### src/rtl/cyc_timer_pkg.sv
package cyc_timer_pkg;
  typedef enum logic [1:0] {
    RSEL_NONE = 2'd0,
    RSEL_LO   = 2'd1,
    RSEL_HI   = 2'd2
  } reg_sel_e;
endpackage

### src/rtl/cyc_rst_sync.sv
module cyc_rst_sync #(
  parameter int STAGES = 2
) (
  input  logic clk,
  input  logic arst_n,
  output logic srst_n
);
  logic [STAGES-1:0] sync_q;

  always_ff @(posedge clk or negedge arst_n) begin
    if (!arst_n) sync_q <= '0;
    else         sync_q <= {sync_q[STAGES-2:0], 1'b1};
  end

  assign srst_n = sync_q[STAGES-1];
endmodule

### src/rtl/cyc_addr_decode.sv
module cyc_addr_decode
  import cyc_timer_pkg::*;
#(
  parameter int          PAGE_W  = 5,
  parameter logic [4:0]  LO_PAGE = 5'b01010,
  parameter logic [4:0]  HI_PAGE = 5'b01011
) (
  input  logic [PAGE_W-1:0] page,
  output reg_sel_e          sel
);
  always_comb begin
    if (page == LO_PAGE[PAGE_W-1:0])      sel = RSEL_LO;
    else if (page == HI_PAGE[PAGE_W-1:0]) sel = RSEL_HI;
    else                                  sel = RSEL_NONE;
  end
endmodule

### src/rtl/cyc_count_core.sv
module cyc_count_core
  import cyc_timer_pkg::*;
#(
  parameter int CNT_W  = 15,
  parameter int LO_W   = 8,
  parameter int DATA_W = 8
) (
  input  logic              clk,
  input  logic              rst_n,
  input  reg_sel_e          sel,
  input  logic              wr,
  input  logic [DATA_W-1:0] wdata,
  output logic [CNT_W-1:0]  cnt_q,
  output logic              en_q,
  output logic              pend_q
);
  localparam int               HI_W     = CNT_W - LO_W;
  localparam int               EN_BIT   = DATA_W - 1;
  localparam logic [CNT_W-1:0] CNT_MAX  = '1;
  localparam logic [CNT_W-1:0] CNT_ONE  = {{(CNT_W-1){1'b0}}, 1'b1};
  localparam logic [CNT_W-1:0] CNT_PRE  = CNT_MAX - CNT_ONE;

  logic [CNT_W-1:0] cnt_d;
  logic             en_d;
  logic             pend_d;
  logic             step_ok;
  logic             wr_lo;
  logic             wr_hi;

  always_comb begin
    wr_lo   = wr && (sel == RSEL_LO);
    wr_hi   = wr && (sel == RSEL_HI);
    step_ok = en_q && (cnt_q != CNT_MAX);

    cnt_d = step_ok ? (cnt_q + CNT_ONE) : cnt_q;
    if (wr_lo) cnt_d[LO_W-1:0]     = wdata[LO_W-1:0];
    if (wr_hi) cnt_d[CNT_W-1:LO_W] = wdata[HI_W-1:0];

    en_d = wr_hi ? wdata[EN_BIT] : en_q;

    if (wr_lo || wr_hi) pend_d = 1'b0;
    else                pend_d = pend_q || (step_ok && (cnt_q == CNT_PRE));
  end

  always_ff @(posedge clk or negedge rst_n) begin
    if (!rst_n) begin
      cnt_q  <= '0;
      en_q   <= 1'b0;
      pend_q <= 1'b0;
    end else begin
      cnt_q  <= cnt_d;
      en_q   <= en_d;
      pend_q <= pend_d;
    end
  end
endmodule

### src/rtl/cyc_irq_timer.sv
module cyc_irq_timer
  import cyc_timer_pkg::*;
#(
  parameter int ADDR_W = 16,
  parameter int DATA_W = 8,
  parameter int CNT_W  = 15,
  parameter int PAGE_W = 5
) (
  input  logic              clk,
  input  logic              rst_n,
  input  logic [ADDR_W-1:0] cpu_addr,
  input  logic [DATA_W-1:0] cpu_wdata,
  input  logic              cpu_rnw,
  output logic [DATA_W-1:0] rd_data,
  output logic              irq_n
);
  localparam int LO_W = DATA_W;
  localparam int HI_W = CNT_W - LO_W;

  logic             rst_sync_n;
  reg_sel_e         reg_sel;
  logic [CNT_W-1:0] cnt_w;
  logic             en_w;
  logic             pend_w;
  logic             unused_addr_low;

  assign unused_addr_low = ^cpu_addr[ADDR_W-PAGE_W-1:0];

  cyc_rst_sync #(.STAGES(2)) u_rst (
    .clk    (clk),
    .arst_n (rst_n),
    .srst_n (rst_sync_n)
  );

  cyc_addr_decode #(.PAGE_W(PAGE_W)) u_dec (
    .page (cpu_addr[ADDR_W-1 -: PAGE_W]),
    .sel  (reg_sel)
  );

  cyc_count_core #(.CNT_W(CNT_W), .LO_W(LO_W), .DATA_W(DATA_W)) u_core (
    .clk    (clk),
    .rst_n  (rst_sync_n),
    .sel    (reg_sel),
    .wr     (!cpu_rnw),
    .wdata  (cpu_wdata),
    .cnt_q  (cnt_w),
    .en_q   (en_w),
    .pend_q (pend_w)
  );

  always_comb begin
    rd_data = '0;
    case (reg_sel)
      RSEL_LO: rd_data = cnt_w[LO_W-1:0];
      RSEL_HI: begin
        rd_data[HI_W-1:0] = cnt_w[CNT_W-1:LO_W];
        rd_data[DATA_W-1] = en_w;
      end
      default: rd_data = '0;
    endcase
  end

  assign irq_n = !(pend_w && en_w);
endmodule

### config.mk
export PLATFORM = sky130hd
export DESIGN_NAME = cyc_irq_timer
export DESIGN_NICKNAME = d
export VERILOG_FILES = /design/src/rtl/cyc_timer_pkg.sv /design/src/rtl/cyc_rst_sync.sv /design/src/rtl/cyc_addr_decode.sv /design/src/rtl/cyc_count_core.sv /design/src/rtl/cyc_irq_timer.sv
export SDC_FILE = /design/constraint.sdc
export NUM_CORES = 1
export LEC_CHECK = 0
export BUFFER_PORTS_ARGS = -buffer_cell sky130_fd_sc_hd__clkbuf_2
export CAP_MARGIN = 10
export CORE_MARGIN = 2
export CORE_UTILIZATION = 54
export CTS_CLUSTER_SIZE = 30
export DETAILED_ROUTE_END_ITERATION = 6
export PLACE_DENSITY = 0.94
export SLEW_MARGIN = 20
export SYNTH_ARGS = -nofsm -noshare
export SYNTH_HDL_FRONTEND = slang
export SYNTH_HIERARCHICAL = 1
export SYNTH_SLANG_ARGS = --single-unit
### constraint.sdc
create_clock -name clk -period 2.31 [get_ports clk]
set_input_delay 0.231 -clock clk [delete_from_list [all_inputs] [get_ports clk]]
set_output_delay 0.231 -clock clk [all_outputs]
set_load 0.02 [all_outputs]
==> results.md <==
* CP peak stage delay at 0.56 ns
* Die Y at 52.52 um
* FP Rows at 17
* Via count at 1157
* Share of cells above drive strength 1 at 26.99%
* Yosys cell types at 33
* Timing endpoint of the critical path: u_core/cnt_q[9]
* Main combinational cell family by area after synthesis: simple AND/OR/NAND/NOR gates
* Post-CTS Setup Inserts at 0
* Final non-filler cell total at 191
* Status: finished, final reports clean
* Register area share after synthesis at 37.40%
* Final critical-path share of the clock period at 86.10%
* CTS sink cnt at 19
* R2R Path End: u_core/cnt_q[9]
* Worst path required time at 2.46 ns
* Routed Antenna Nets at 0
* CTS root buf: clkbuf_4
* Cell count after placement at 186
* RSZ-0062 raised after global routing: no
* Post-Synth XOR/XNOR Area at 8.268%
* Final setup vio count at 0
* Die area at 2758 um2
* Largest net degree at the start of global routing at 18
* N_diodes at 0
* P&R area growth vs syn at 12.50%
* HP Start: cpu_wdata[2]
* Synth Instances at 139
* Seq cells post-synth at 19
* Drt drc at 0
* First-pass GRT wire length at 4.864 mm
* Worst rel slew slack at 54.77%
* Worst-path clk slew at 0.10 ns
* Overall power at 1.291 mW
* Synth Area in Compound Gates at 16.04%
* Max Cap Viol at 0
* Worst Hold Class: input pin to flip-flop
* Initial Util at 57.47%
* Post-place instance area at 1393 um2
* Syn. warnings at 6
* Worst-case reg-to-reg path depth at 6
* Critical Path Stages at 6
* H-tree Lvls at 1
* Most common cell after layout, fill and taps aside: nor2_1
* Worst skew pair latency at 0.29 ns
* Final hold violation count at 0
* CP Class: flip-flop to flip-flop
* Slew Limit Fails at 0
* Critical Path Start Type: flip-flop
* Mux contribution to synthesized area at 0.8858%
* Power density over cell area at 902.6 nW/um2
* Port Buffers at 24
* CP Capture Type: flip-flop
* P_leak at 0.5882 nW
* Clock Tree Buf Depth at 2
* Reg-to-reg slack, setup at 0.32 ns
* GRT Overall Usage at 23.92%
* Final Cell Area at 1430 um2
* Syn Area/Cell at 9.145 um2
* Most frequent cells in the layout: nor2_1 (29), clkbuf_2 (24), dfrtp_1 (19)
* Post-Syn Area at 1271 um2
* DRT iter0 DRCs at 48
* Least-Margin Pin Slew at 0.6764 ns
* Reg-to-reg critical path startpoint: u_core/cnt_q[0]
* Slowest CP cell: dfrtp_1
* Max Clock Freq at 502.8 MHz
* DR vias/cell at 6.058
* Post-DP HPWL at 2.122 mm
* CTS buffer count at 3
* Grt ovf at 0
* Setup Total Neg Slack at 0 ns
* Critical path buffers and inverters at 0
* Cell family with most CP delay: simple AND/OR/NAND/NOR gates
* Adder-cell share of the synthesized area at 3.937%
* GPL Wtd Cong at 0.9607
* WL/cell at 14.70 um
* Drt first pass iters at 4
* Worst endpoint data arrival time at 2.14 ns
* Core area at 2212 um2
* Crit path time final at 1.989 ns
* Critical Path Source: u_core/cnt_q[0]
* Worst VDD drop at 0.6893 mV
* Crit-path cells: ha_1 > nand4_1 > nor4_4 > nor3_1 > xnor2_1 > a21oi_1
* DIE WIDTH at 52.52 um
* Core Util, Final at 64.65%
* Initial antenna violation count at 0
* Post-Syn Nets at 170
* Post-Synth Simple-Gate Area at 28.44%
* Clock Skew at 0.002090 ns
* # IOs at 36
* Vias in the first global route at 1116
* Final wirelength at 2.807 mm
* Worst-path fanout max at 7
* CTS tree: yes
* Fin nets at 195
[routing by layer]
| metal | share of wire, % | global-route usage [%] | wire (um) |
|---|---|---|---|
| met5 | 0 | 0 | 0 |
| met4 | 2.2 | 13.68 | 63 |
| met3 | 7.7 | 2.571 | 217 |
| met2 | 50 | 39.17 | 1399 |
| met1 | 40 | 30.46 | 1126 |
[area by class of cell]
cell class	count	area, um2
clock inverter	1	5.005
multi-input combinational	108	735.7
sequential	19	475.5
clock buffer	3	22.52
inverter	7	26.28
fill	192	782.0
timing repair buffer	25	130.1
tap	28	35.03
[cell usage after synthesis (all sizes together)]
cell type,number,area share [%]
nor2,29,8.6
o21ai,2,0.79
nand4bb,1,0.89
nor4bb,1,0.79
o22ai,1,0.49
o211ai,1,0.59
xor2,4,2.8
o211a,1,0.79
conb,1,0.29
nor3,2,0.79
nand4,10,6.1
nor4b,1,1.2
nand2,6,1.8
nor2b,1,0.69
dfrtp,19,37
a22oi,8,7.9
inv,7,2.1
mux2,1,0.89
buf,3,2.1
and3,3,1.7
nand3b,2,1.2
nor4,1,1.7
a21oi,14,5.5
and2,1,0.49
xnor2,8,5.5
and4,2,1.5
nand3,3,1.2
clkbuf,2,0.59
ha,4,3.9
[worst reg2reg max path: stages (launching register included)]
cell,delay (ns)
dfrtp_1,0.56
ha_1,0.30
nand4_1,0.20
nor4_4,0.38
nor3_1,0.12
xnor2_1,0.18
a21oi_1,0.10
[how the worst min path moves through the flow]
stage / slack [ns] / cells after the start / end
after floorplan: -0.06 / 0 / u_rst/sync_q[0]
after global placement: 0.02 / 1 / u_rst/sync_q[0]
after detailed placement: 0.02 / 1 / u_rst/sync_q[1]
after CTS: 0.17 / 3 / u_core/cnt_q[10]
after global routing: 0.19 / 2 / u_core/en_q
final: 0.18 / 3 / u_core/cnt_q[10]
[kinds of logic (layout without fill, tap and decap cells)]
logic type / Yosys count / after routing
and+or+nand+nor: 63 / 63
AOI/OAI and AO/OA: 27 / 27
DFF: 19 / 19
xor gates and xnor gates: 12 / 12
buffers and inverters: 12 / 36
adders and majority gates: 4 / 4
other: 1 / 1
muxes: 1 / 1
[through the flow]
stage	setup slack (ns)	hold slack, ns
final	0.3211	0.1754
after CTS	0.3547	0.1741
after global routing	0.1767	0.1915
after detailed placement	0.4042	0.01868
after global placement	0.4712	0.01581
after floorplan	0.6671	-0.06459
[timing repair]
action,in CTS,in global routing
setup endpoints to repair,0,0
gates resized for setup,0,0
hold buffers,1,0
endpoints found under the hold margin,2,0
[state kept, by name, indices dropped and copies added, names as in the netlist]
name           flops
u_core/cnt_q      15
u_rst/sync_q       2
u_core/en_q        1
u_core/pend_q      1
[report_power, final]
| group | internal, mW | switching (mW) | leakage [nW] |
|---|---|---|---|
| Sequential | 0.452 | 0.242 | 0.213 |
| Combinational | 0.218 | 0.218 | 0.357 |
| Clock | 0.0645 | 0.0957 | 0.0177 |
(Power assumes the default switching activity.)
